[src/rtl/gng_pkg.sv]
package gng_pkg;

  typedef enum logic {
    S_IDLE = 1'b0,
    S_SRCH = 1'b1
  } srch_state_e;

  // Draws per sample for a summing-mode code.
  function automatic logic [2:0] sum_count(input logic [1:0] mode);
    case (mode)
      2'b00:   sum_count = 3'd1;
      2'b01:   sum_count = 3'd2;
      default: sum_count = 3'd4;
    endcase
  endfunction

endpackage

[src/rtl/gng_lfsr.sv]
module gng_lfsr #(
  parameter int          W        = 32,
  parameter logic [W-1:0] MASK     = 32'h8020_0003,
  parameter logic [W-1:0] SEED_DEF = 32'h1D2C_3B4A
) (
  input  logic         clk,
  input  logic         rst,
  input  logic         load,
  input  logic [W-1:0] seed,
  input  logic         step,
  output logic [W-1:0] state
);

  logic [W-1:0] nxt;

  always_comb begin
    nxt = {1'b0, state[W-1:1]};
    if (state[0]) nxt = nxt ^ MASK;
  end

  always_ff @(posedge clk) begin
    if (rst)       state <= SEED_DEF;
    else if (load) state <= (seed == '0) ? SEED_DEF : seed;
    else if (step) state <= nxt;
  end

  // a zero seed never reaches the register, and the shift keeps it nonzero
  p_lfsr_nonzero_r2: assert property (@(posedge clk) disable iff (rst)
    state != '0);

endmodule

[src/rtl/gng_cdf_table.sv]
module gng_cdf_table #(
  parameter int AW = 6,
  parameter int DW = 16
) (
  input  logic          clk,
  input  logic          we,
  input  logic [AW-1:0] waddr,
  input  logic [DW-1:0] wdata,
  input  logic [AW-1:0] raddr,
  output logic [DW-1:0] rdata
);

  localparam int DEPTH = 1 << AW;

  logic [DW-1:0] mem [DEPTH];

  always_ff @(posedge clk) begin
    if (we) mem[waddr] <= wdata;
    rdata <= mem[raddr];
  end

endmodule

[src/rtl/gng_search.sv]
module gng_search
  import gng_pkg::*;
#(
  parameter int AW = 6,
  parameter int DW = 16
) (
  input  logic          clk,
  input  logic          rst,
  input  logic          abort,
  input  logic          en,
  input  logic [DW-1:0] u_in,
  input  logic [DW-1:0] rdata,
  output logic [AW-1:0] raddr,
  output logic          start,
  output logic          done,
  output logic [AW-1:0] idx
);

  localparam int          BW   = (AW > 1) ? $clog2(AW) : 1;
  localparam logic [AW-1:0] ROOT = AW'((1 << (AW - 1)) - 1);

  srch_state_e   state;
  logic [DW-1:0] u_q;
  logic [AW-1:0] pos;
  logic [BW-1:0] bitn;
  logic [AW-1:0] step_val;
  logic [AW-1:0] npos;
  logic          lt;
  logic          last;

  always_comb begin
    step_val = AW'(1) << bitn;
    lt       = rdata < u_q;
    npos     = lt ? (pos | step_val) : pos;
    last     = (bitn == '0);
    if (state == S_SRCH && !last)
      raddr = npos | ((step_val >> 1) - AW'(1));
    else
      raddr = ROOT;
    start = (state == S_IDLE) && en && !abort;
    done  = (state == S_SRCH) && last && !abort;
    idx   = npos;
  end

  always_ff @(posedge clk) begin
    if (rst || abort) begin
      state <= S_IDLE;
      u_q   <= '0;
      pos   <= '0;
      bitn  <= '0;
    end else begin
      case (state)
        S_IDLE: if (en) begin
          u_q   <= u_in;
          pos   <= '0;
          bitn  <= BW'(AW - 1);
          state <= S_SRCH;
        end
        default: begin
          if (last) begin
            state <= S_IDLE;
          end else begin
            pos  <= npos;
            bitn <= bitn - BW'(1);
          end
        end
      endcase
    end
  end

  // an idle search with enable low stays idle
  p_idle_hold_r7: assert property (@(posedge clk) disable iff (rst)
    (state == S_IDLE && !en) |=> (state == S_IDLE));

  // a search ends one step after its last bit is reached
  p_done_returns_r6: assert property (@(posedge clk) disable iff (rst)
    done |=> (state == S_IDLE));

endmodule

[src/rtl/gng_accum.sv]
module gng_accum
  import gng_pkg::*;
#(
  parameter int IW = 6,
  parameter int OW = IW + 3
) (
  input  logic                 clk,
  input  logic                 rst,
  input  logic                 abort,
  input  logic                 start,
  input  logic [1:0]           mode,
  input  logic                 done,
  input  logic [IW-1:0]        idx,
  output logic signed [OW-1:0] sample,
  output logic                 valid
);

  localparam int HALF = 1 << (IW - 1);

  logic [2:0]    n_q;
  logic [1:0]    cnt;
  logic [OW-1:0] acc;
  logic [OW-1:0] tot;
  logic [OW-1:0] centre;
  logic          fin;

  always_comb begin
    tot    = acc + OW'(idx);
    centre = OW'(n_q) << (IW - 1);
    fin    = ({1'b0, cnt} + 3'd1) == n_q;
  end

  always_ff @(posedge clk) begin
    if (rst) begin
      n_q    <= 3'd1;
      cnt    <= '0;
      acc    <= '0;
      sample <= '0;
      valid  <= 1'b0;
    end else if (abort) begin
      cnt   <= '0;
      acc   <= '0;
      valid <= 1'b0;
    end else begin
      valid <= 1'b0;
      if (start && cnt == '0) n_q <= sum_count(mode);
      if (done) begin
        if (fin) begin
          sample <= tot - centre;
          valid  <= 1'b1;
          acc    <= '0;
          cnt    <= '0;
        end else begin
          acc <= tot;
          cnt <= cnt + 2'd1;
        end
      end
    end
  end

  // the strobe never lasts two cycles
  p_valid_pulse_r5: assert property (@(posedge clk) disable iff (rst)
    valid |=> !valid);

  // the partial-sum count stays below the latched draw count
  p_cnt_bound_r10: assert property (@(posedge clk) disable iff (rst)
    ({1'b0, cnt} < n_q));

  // a strobed sample lies inside the centred range for its draw count
  p_range_r4: assert property (@(posedge clk) disable iff (rst)
    valid |-> (int'(sample) >= -(int'(n_q) * HALF) &&
               int'(sample) <= int'(n_q) * (HALF - 1)));

endmodule

[src/rtl/gauss_noise_gen.sv]
module gauss_noise_gen #(
  parameter int          LFSR_W       = 32,
  parameter logic [31:0] LFSR_MASK    = 32'h8020_0003,
  parameter logic [31:0] SEED_DEFAULT = 32'h1D2C_3B4A,
  parameter int          THR_W        = 16,
  parameter int          IDX_W        = 6
) (
  input  logic                      clk,
  input  logic                      rst,
  input  logic                      en,
  input  logic                      seed_ld,
  input  logic [LFSR_W-1:0]         seed_val,
  input  logic                      tbl_we,
  input  logic [IDX_W-1:0]          tbl_addr,
  input  logic [THR_W-1:0]          tbl_data,
  input  logic [1:0]                sum_mode,
  output logic signed [IDX_W+2:0]   sample,
  output logic                      sample_vld
);

  localparam int OUT_W = IDX_W + 3;

  logic [LFSR_W-1:0] lfsr_q;
  logic [THR_W-1:0]  uni;
  logic [THR_W-1:0]  rdata;
  logic [IDX_W-1:0]  raddr;
  logic [IDX_W-1:0]  idx;
  logic              start;
  logic              done;
  logic              wr_ok;

  assign uni   = lfsr_q[LFSR_W-1 -: THR_W];
  assign wr_ok = tbl_we && !en;

  gng_lfsr #(
    .W       (LFSR_W),
    .MASK    (LFSR_W'(LFSR_MASK)),
    .SEED_DEF(LFSR_W'(SEED_DEFAULT))
  ) u_lfsr (
    .clk  (clk),
    .rst  (rst),
    .load (seed_ld),
    .seed (seed_val),
    .step (start),
    .state(lfsr_q)
  );

  gng_cdf_table #(
    .AW(IDX_W),
    .DW(THR_W)
  ) u_table (
    .clk  (clk),
    .we   (wr_ok),
    .waddr(tbl_addr),
    .wdata(tbl_data),
    .raddr(raddr),
    .rdata(rdata)
  );

  gng_search #(
    .AW(IDX_W),
    .DW(THR_W)
  ) u_search (
    .clk  (clk),
    .rst  (rst),
    .abort(seed_ld),
    .en   (en),
    .u_in (uni),
    .rdata(rdata),
    .raddr(raddr),
    .start(start),
    .done (done),
    .idx  (idx)
  );

  gng_accum #(
    .IW(IDX_W),
    .OW(OUT_W)
  ) u_accum (
    .clk   (clk),
    .rst   (rst),
    .abort (seed_ld),
    .start (start),
    .mode  (sum_mode),
    .done  (done),
    .idx   (idx),
    .sample(sample),
    .valid (sample_vld)
  );

  // no table write is performed while draws are allowed
  p_no_write_when_en_r8: assert property (@(posedge clk) disable iff (rst)
    en |-> !wr_ok);

endmodule

[config.mk]
export PLATFORM = sky130hd
export DESIGN_NAME = gauss_noise_gen
export DESIGN_NICKNAME = d
export VERILOG_FILES = /design/src/rtl/gng_pkg.sv /design/src/rtl/gng_lfsr.sv /design/src/rtl/gng_cdf_table.sv /design/src/rtl/gng_search.sv /design/src/rtl/gng_accum.sv /design/src/rtl/gauss_noise_gen.sv
export SDC_FILE = /design/constraint.sdc
export NUM_CORES = 1
export LEC_CHECK = 0
export BUFFER_PORTS_ARGS = -buffer_cell sky130_fd_sc_hd__buf_2
export CAP_MARGIN = 10
export CORE_UTILIZATION = 50
export CTS_BUF_LIST = sky130_fd_sc_hd__clkbuf_4 sky130_fd_sc_hd__clkbuf_8
export CTS_CLUSTER_SIZE = 10
export DETAILED_ROUTE_END_ITERATION = 6
export PLACE_DENSITY = 0.66
export SLEW_MARGIN = 20
export SYNTH_ARGS = -nofsm -noshare
export SYNTH_HDL_FRONTEND = slang
export SYNTH_SLANG_ARGS = --single-unit
[constraint.sdc]
create_clock -name clk -period 14.28 [get_ports clk]
set_clock_uncertainty 0.05 [all_clocks]
set_input_delay 1.428 -clock clk [delete_from_list [all_inputs] [get_ports clk]]
set_output_delay 1.428 -clock clk [all_outputs]
set_load 0.005 [all_outputs]
==> results.yml, run 1 <==
clocking:
  cts_buffers: 179
  ctsHoldBuffers: 0
  cts_resized: 0
  cts_sinks: 1122
  clk_pin_slew_worst_paths_ns: 0.06
  cts_buffer_depth: 3
  insertion_delay_ns: 0.87
  cts-root-buf: "clkbuf_8"
  post-cts-setup-buffer-count: 0
  cts_tree: "yes"
  htreeDepth: 4
routing:
  drcViolationCount: 0
  wl_per_cell_um: 24.75
  drt-total-wl_mm: 120.6
  ant_nets: 0
  drt_pre_antenna_iters: 5
  dr.first_iter.drc_count: 3595
  vias_per_cell: 5.889
  num_vias: 28710
timing:
  max_slew.worst_pin.slew_ns: 1.145
  finalSetupViolCount: 0
  tns_ns: 0
  fin_crit_sh_pct: 43.46
  setup_slack_ns: 8.074
  finalCriticalPeriod_ns: 6.206
  rsz0062_at_grt: "false"
  final_hold_viol_count: 0
  max_slew_margin_pct: 21.66
  fmax_ghz: 0.1611
  whs_ns: 0.4040
  drv_slew: 0
worst_setup_path:
  cp_slowest_cell: "a2111oi_0"
  crit_arrival_ns: 6.93
  critPathLaunchType: "flip-flop"
  critPathKind: "reg -> reg"
  crit_chain: "inv_1, ha_1, nand4_1, or3_1, or4_1, and3_1, buf_4, nor2_4, buf_4, buf_4, mux2i_1, o221ai_1, a2111oi_0, a31o_1"
  end_kind: "flip-flop"
  required_ns: 15.00
  crit_top_cell: "buf_4"
  max_stage_delay_ns: 1.05
  critPathMaxFanout: 42
final_layout:
  final_core_util_pct: 56.59
  syn2layout_area_growth_pct: 11.67
  drive_gt1_share_pct: 13.84
  fillers: 7201
  final_cell_area_um2: 51170
  fin_nets: 3640
  fin_cells: 4874
pwr:
  power_frac_clock_pct: 41.5
  p_int_mw: 5.067
  switching_share_pct: 21.72
  power_switching_mw: 1.406
  comb_power_share_pct: 2.7
  finalPower_mw: 6.473
  power_density_nw_per_um2: 126.5
  power_frac_seq_pct: 55.8
  vdd_drop_max_uv: 93.35
  static-leakage-power_nw: 17.00
floorplan:
  core_um2: 90420
  die-height_um: 304.7
  rows: 110
  dieArea_um2: 92860
  initial_core_util_pct: 50.67
  fp.dieW_um: 304.7
  ios: 71
yosys:
  ys_warn_count: 0
  syn_area_per_cell_um2: 13.51
  ys_types: 77
  netlist_area_um2: 45820
  yosys_register_bits: 1122
  syn_inst: 3392
  synth_fp_nets: 3487
  synth_flop_cell: "edfxtp_1"
  synth_edf_count: 1024
  yosysSeqAreaShare_pct: 71.39
  synth-async-reset-ratio_pct: 0
placed_design:
  gp_congestion: 0.9060
  dp_slack_ns: 8.181
  hpwl_mm: 68.65
  dp_cells: 4539
  portBuffers: 70
  place_area_um2: 47620
global_route:
  grt_pass1_wl_mm: 177.0
  grt_use_total_pct: 25.72
  antenna_found_initial: 5
  gr-total-overflow: 0
  grt_pass1_vias: 27200
  grt_max_degree: 168
worst_hold_path:
  min_path_type: "reg -> reg"
run_status:
  status: "finished, final reports clean"
run:
  drv_cap: 0
sequential cells by signal (all words and copies together) (netlist names):
| register | flops |
|---|---|
| u_search.bitn | 3 |
| u_table.mem | 1024 |
| u_table.rdata | 16 |
| u_accum.acc | 9 |
| u_accum.sample | 9 |
| u_accum.n_q | 3 |
| u_lfsr.state | 32 |
| u_accum.valid | 1 |
| u_search.pos | 6 |
| u_search.u_q | 16 |
| u_accum.cnt | 2 |
| u_search.state | 1 |
worst max-delay path, delay by kind of cell, from the launching register on:
kind | cells | cell delay (ns)
AND/OR/NAND/NOR | 5 | 2.16
buffers and inverters | 4 | 1.53
AO/OA/AOI/OAI | 3 | 1.43
flip-flops | 1 | 0.33
adder cells (fa/ha/maj) | 1 | 0.30
multiplexers | 1 | 0.26
final timing paths:
kind | startpoint | to | slack, ns | cells past startpoint
max | u_search.u_q[14] | u_table.rdata[1] | 8.07 | 14
min | u_search.u_q[1] | u_search.u_q[1] | 0.40 | 2
max reg2reg | u_search.u_q[14] | u_table.rdata[1] | 8.07 | 14
min reg2reg | u_search.u_q[1] | u_search.u_q[1] | 0.40 | 2
final cells by class:
class | instances | area [µm²] | area share, %
Antenna cell | 7 | 17.52 | 0.03423
Clock buffer | 260 | 3090 | 6.040
Clock inverter | 67 | 416.7 | 0.8142
Inverter | 30 | 112.6 | 0.2201
Multi-Input combinational cell | 2031 | 12120 | 23.68
Sequential cell | 1122 | 32710 | 63.93
Tap cell | 1176 | 1471 | 2.876
Timing Repair Buffer | 181 | 1234 | 2.411
synth_stat cells (9+ instances only):
library cell	n	area, µm²
nand2_1	727	2729
a211o_1	17	148.9
buf_1	19	71.32
nor3_1	9	45.04
a21o_1	18	135.1
a22o_1	15	131.4
buf_4	13	97.59
o32ai_1	28	245.2
mux2i_1	319	3193
a21oi_1	168	840.8
clkbuf_1	126	473.0
nor4_1	25	156.4
nor2_1	132	495.5
a22oi_1	20	150.1
ha_1	32	400.4
a31o_1	15	131.4
inv_1	30	112.6
o22ai_1	9	56.30
xnor2_1	10	87.58
a2111oi_0	15	131.4
o31ai_1	15	112.6
buf_2	43	215.2
o21ai_0	32	160.2
nand3_1	264	1321
nand4_1	26	162.7
edfxtp_1	1024	30750
o221ai_2	9	135.1
nor2b_1	9	56.30
dfxtp_1	98	1962
nand2b_1	20	125.1
cells by family after synthesis:
group           share of synthesized area (%)
mux                                     7.067
buf+inv                                 2.321
flops                                   71.39
compound gates                          6.122
fa+ha+maj                              0.9612
simple gates                            11.80
xor+xnor                               0.3386
power by group through the flow:
stage | clock, mW | combinational, mW | sequential, mW
floorplan | 0 | 0.0744 | 3.68
global placement | 0 | 0.170 | 3.68
detailed placement | 0 | 0.173 | 3.68
CTS | 2.72 | 0.174 | 3.61
global route | 2.86 | 0.189 | 3.61
finish | 2.68 | 0.176 | 3.61
per-layer routing:
metal	track usage (%)	vias to the layer above	share of wire, %
met5	0	-	0.018
met4	9.220	4	3.0
met3	5.055	224	8.0
met2	39.53	1235	46
met1	36.52	14340	43
li1	-	12900	-
cells in the final DEF (no fill, tap or decap), types with 7 or more instances in the layout:
cell	count
edfxtp_1	1024
nand2_1	726
mux2i_1	319
nand3_1	263
clkbuf_8	182
a21oi_1	167
nor2_1	131
buf_4	107
dfxtp_1	98
clkbuf_4	78
buf_2	70
clkinv_1	42
o21ai_0	32
ha_1	32
inv_1	30
o32ai_1	28
nand4_1	26
nor4_1	22
a22oi_1	20
nand2b_1	19
a21o_1	18
a211o_1	17
a22o_1	15
a31o_1	15
a2111oi_0	14
o31ai_1	14
xnor2_1	10
nor3_1	9
o221ai_2	9
o22ai_1	9
nor2b_1	8
clkinv_2	8
diode_2	7
nand3b_1	7
a211oi_1	7
Power figures use the tool's default switching activity.
==> run 2, diff against run 1 <==
--- a/config.mk
+++ b/config.mk
@@ -5,6 +5,7 @@
 export SDC_FILE = /design/constraint.sdc
 export NUM_CORES = 1
 export LEC_CHECK = 0
+export ABC_AREA = 1
 export BUFFER_PORTS_ARGS = -buffer_cell sky130_fd_sc_hd__buf_2
 export CAP_MARGIN = 10
 export CORE_UTILIZATION = 50
==> constraint.sdc (replaced) <==
create_clock -name clk -period 5.8 [get_ports clk]
set_clock_uncertainty 0.05 [all_clocks]
set_input_delay 0.58 -clock clk [delete_from_list [all_inputs] [get_ports clk]]
set_output_delay 0.58 -clock clk [all_outputs]
set_load 0.005 [all_outputs]
==> run 2 against run 1 <==
Die area grew 11%. Maximum frequency grew 41%. Worst hold slack lost 0.33 ns. Cell area grew 10%. Clock power grew 150%. Register-to-register slack lost 6.7 ns. Largest cell class unchanged. Utilization shrank 0.49 points.
==> results.yml, run 2 <==
yosys:
  yosys_register_bits: 1122
  synth_flop_cell: "edfxtp_1"
  synth_top_area_cell: "edfxtp_1"
  ys_top_cells_by_area: "edfxtp_1, nand3_1, inv_1"
  synth_top_family_by_area: "simple AND/OR/NAND/NOR gates"
  synth_fp_nets: 5148
  syn_inst: 5053
  syn_area_per_cell_um2: 10.09
  synth_most_common_cell: "inv_1"
  synthSimpleGateAreaFrac_pct: 22.02
  synthTopCellsByCount: "inv_1, edfxtp_1, nand3_1, nand2_1, nand4_1"
  yosysSeqAreaShare_pct: 64.15
  synth-adder-area-share_pct: 0.8637
  ys_types: 37
  synth_edf_count: 1024
  synth_compound_area_share_pct: 1.700
  synth_xor_area_share_pct: 0.2405
  synth_mux_area_share_pct: 0
  ys_warn_count: 0
  netlist_area_um2: 50990
  synth-async-reset-ratio_pct: 0
  netlist.area_leader.share_pct: 60.30
final_layout:
  seq_area_um2: 32710
  multi_input_area_um2: 12700
  syn2layout_area_growth_pct: 10.65
  fin_nets: 5215
  largest_reg_flops: 1024
  reg_top3: "u_table.mem x1024, u_lfsr.state x32"
  final_core_util_pct: 56.10
  regMostFlops: "u_table.mem"
  fillers: 8549
  final_cell_mix: "inv_1, edfxtp_1, nand3_1, nand2_1, nand4_1"
  final_common_cell: "inv_1"
  fin_cells: 6625
  drive_gt1_share_pct: 9.288
  final_cell_area_um2: 56420
clocking:
  cts_tree: "yes"
  clk_pin_slew_worst_paths_ns: 0.06
  cts_buffers: 182
  post-cts-setup-buffer-count: 0
  cts-root-buf: "clkbuf_8"
  insertion_delay_ns: 0.87
  cts_sinks: 1122
  cts_buffer_depth: 3
  ctsHoldBuffers: 33
  cts_resized: 0
  htreeDepth: 4
pwr:
  vdd_drop_max_uv: 211.8
  power_density_nw_per_um2: 285.2
  static-leakage-power_nw: 23.60
timing:
  whs_ns: 0.07528
  rsz0062_at_grt: "false"
  finalSetupViolCount: 0
  max_slew.worst_pin.slew_ns: 1.156
  fin_crit_sh_pct: 75.91
  tns_ns: 0
  finalCriticalPeriod_ns: 4.403
  drv_slew: 0
  fmax_ghz: 0.2271
  final_hold_viol_count: 0
  max_slew_margin_pct: 22.71
floorplan:
  fp.dieW_um: 321.4
  die-height_um: 321.4
  ios: 71
  rows: 116
  core_um2: 100600
  dieArea_um2: 103300
  initial_core_util_pct: 50.70
routing:
  dr.first_iter.drc_count: 4407
  vias_per_cell: 5.664
  num_vias: 37530
  drt_pre_antenna_iters: 6
  wl_per_cell_um: 21.59
  drcViolationCount: 0
  drt-total-wl_mm: 143.0
  ant_nets: 0
worst_hold_path:
  holdPathStages: 3
  min_path_type: "in -> reg"
  min_from: "seed_val[14]"
  min_to: "u_lfsr.state[14]"
global_route:
  grt_use_total_pct: 27.72
  antenna_found_initial: 4
  grt_pass1_wl_mm: 216.2
  gr-total-overflow: 0
  grt_pass1_vias: 35510
  grt_max_degree: 176
worst_setup_path:
  reg2reg_from: "u_search.bitn[0]"
  r2r-end: "u_table.rdata[11]"
  critPathMaxFanout: 139
  critPathKind: "reg -> reg"
  crit_arrival_ns: 5.04
  end_kind: "flip-flop"
  required_ns: 6.43
  critPathLaunchType: "flip-flop"
  ff2ff_path_depth: 16
  ff2ff_setup_slack_ns: 1.40
placed_design:
  gp_congestion: 0.8706
  portBuffers: 70
  place_area_um2: 52640
  dp_cells: 6260
  hpwl_mm: 74.92
run:
  drv_cap: 0
run_status:
  status: "finished, final reports clean"
run 2: changes by cell type in the layout (fill, tap and decap cells not counted), sizes merged, moves of 50 or more:
cell,before,now
nand2,730,680
inv,40,1072
nand4,26,493
nand3,266,991
a21oi,170,52
mux2i,319,0
run 2: per-stage QoR:
| stage | setup slack, ns | power (mW) |
|---|---|---|
| global route | 1.162 | 16.56 |
| CTS | 1.537 | 16.16 |
| finish | 1.397 | 16.09 |
| floorplan | 1.683 | 9.337 |
| detailed placement | 1.590 | 9.645 |
| global placement | 1.495 | 9.639 |
run 2: area by class of cell:
class / instances / share of cell area (%)
Tap cell: 1357 / 3.009
Timing Repair Buffer: 234 / 3.260
Multi-Input combinational cell: 2511 / 22.50
Inverter: 1069 / 7.131
Antenna cell: 3 / 0.01330
Sequential cell: 1122 / 57.97
Clock buffer: 252 / 5.437
Clock inverter: 77 / 0.6719
run 2: worst max-delay path, stage by stage, from the launching register on:
cell     delay [ns]
dfxtp_1        0.37
inv_1          0.11
ha_1           0.24
inv_1          0.06
nor2_1         0.11
nor2_4         0.31
inv_2          0.12
nor2_4         0.17
buf_12         0.52
buf_4          0.75
nand4_1        0.18
nand3_1        0.14
nand3_1        0.11
nand3_1        0.15
nand3_1        0.31
nand3_1        0.18
nand2_1        0.17
run 2: layer usage:
metal	GRT usage (%)	up-vias	share of wire [%]
met5	0	-	0.019
met4	11.23	4	3.6
met3	5.881	304	9.9
met2	42.71	1881	45
met1	38.30	17990	41
li1	-	17350	-
run 2: where the power goes:
group | switching (mW) | internal [mW] | total [mW]
clock | 3.17 | 3.42 | 6.59
combinational | 0.474 | 0.130 | 0.604
sequential | 0.0258 | 8.88 | 8.91
total | 3.67 | 12.4 | 16.1
run 2: worst max path at each step:
stage	from	endpoint	slack (ns)	depth (start not counted)
3_5_place_dp	u_search.u_q[9]	u_accum.sample[8]	1.59	24
4_1_cts	u_search.bitn[0]	u_table.rdata[12]	1.54	17
3_3_place_gp	u_search.u_q[15]	u_accum.sample[8]	1.49	22
6_report	u_search.bitn[0]	u_table.rdata[11]	1.40	16
5_1_grt	u_search.u_q[5]	u_accum.sample[8]	1.16	24
2_1_floorplan	u_search.u_q[5]	u_accum.sample[8]	1.68	27
run 2: cells by family (layout without fill, tap and decap cells):
group,Yosys count,after routing
AO/OA/AOI/OAI,154,154
adder cells (fa/ha/maj),34,34
AND/OR/NAND/NOR,2309,2309
flip-flops,1122,1122
XOR/XNOR,14,14
buffers and inverters,1420,1632
other,0,3
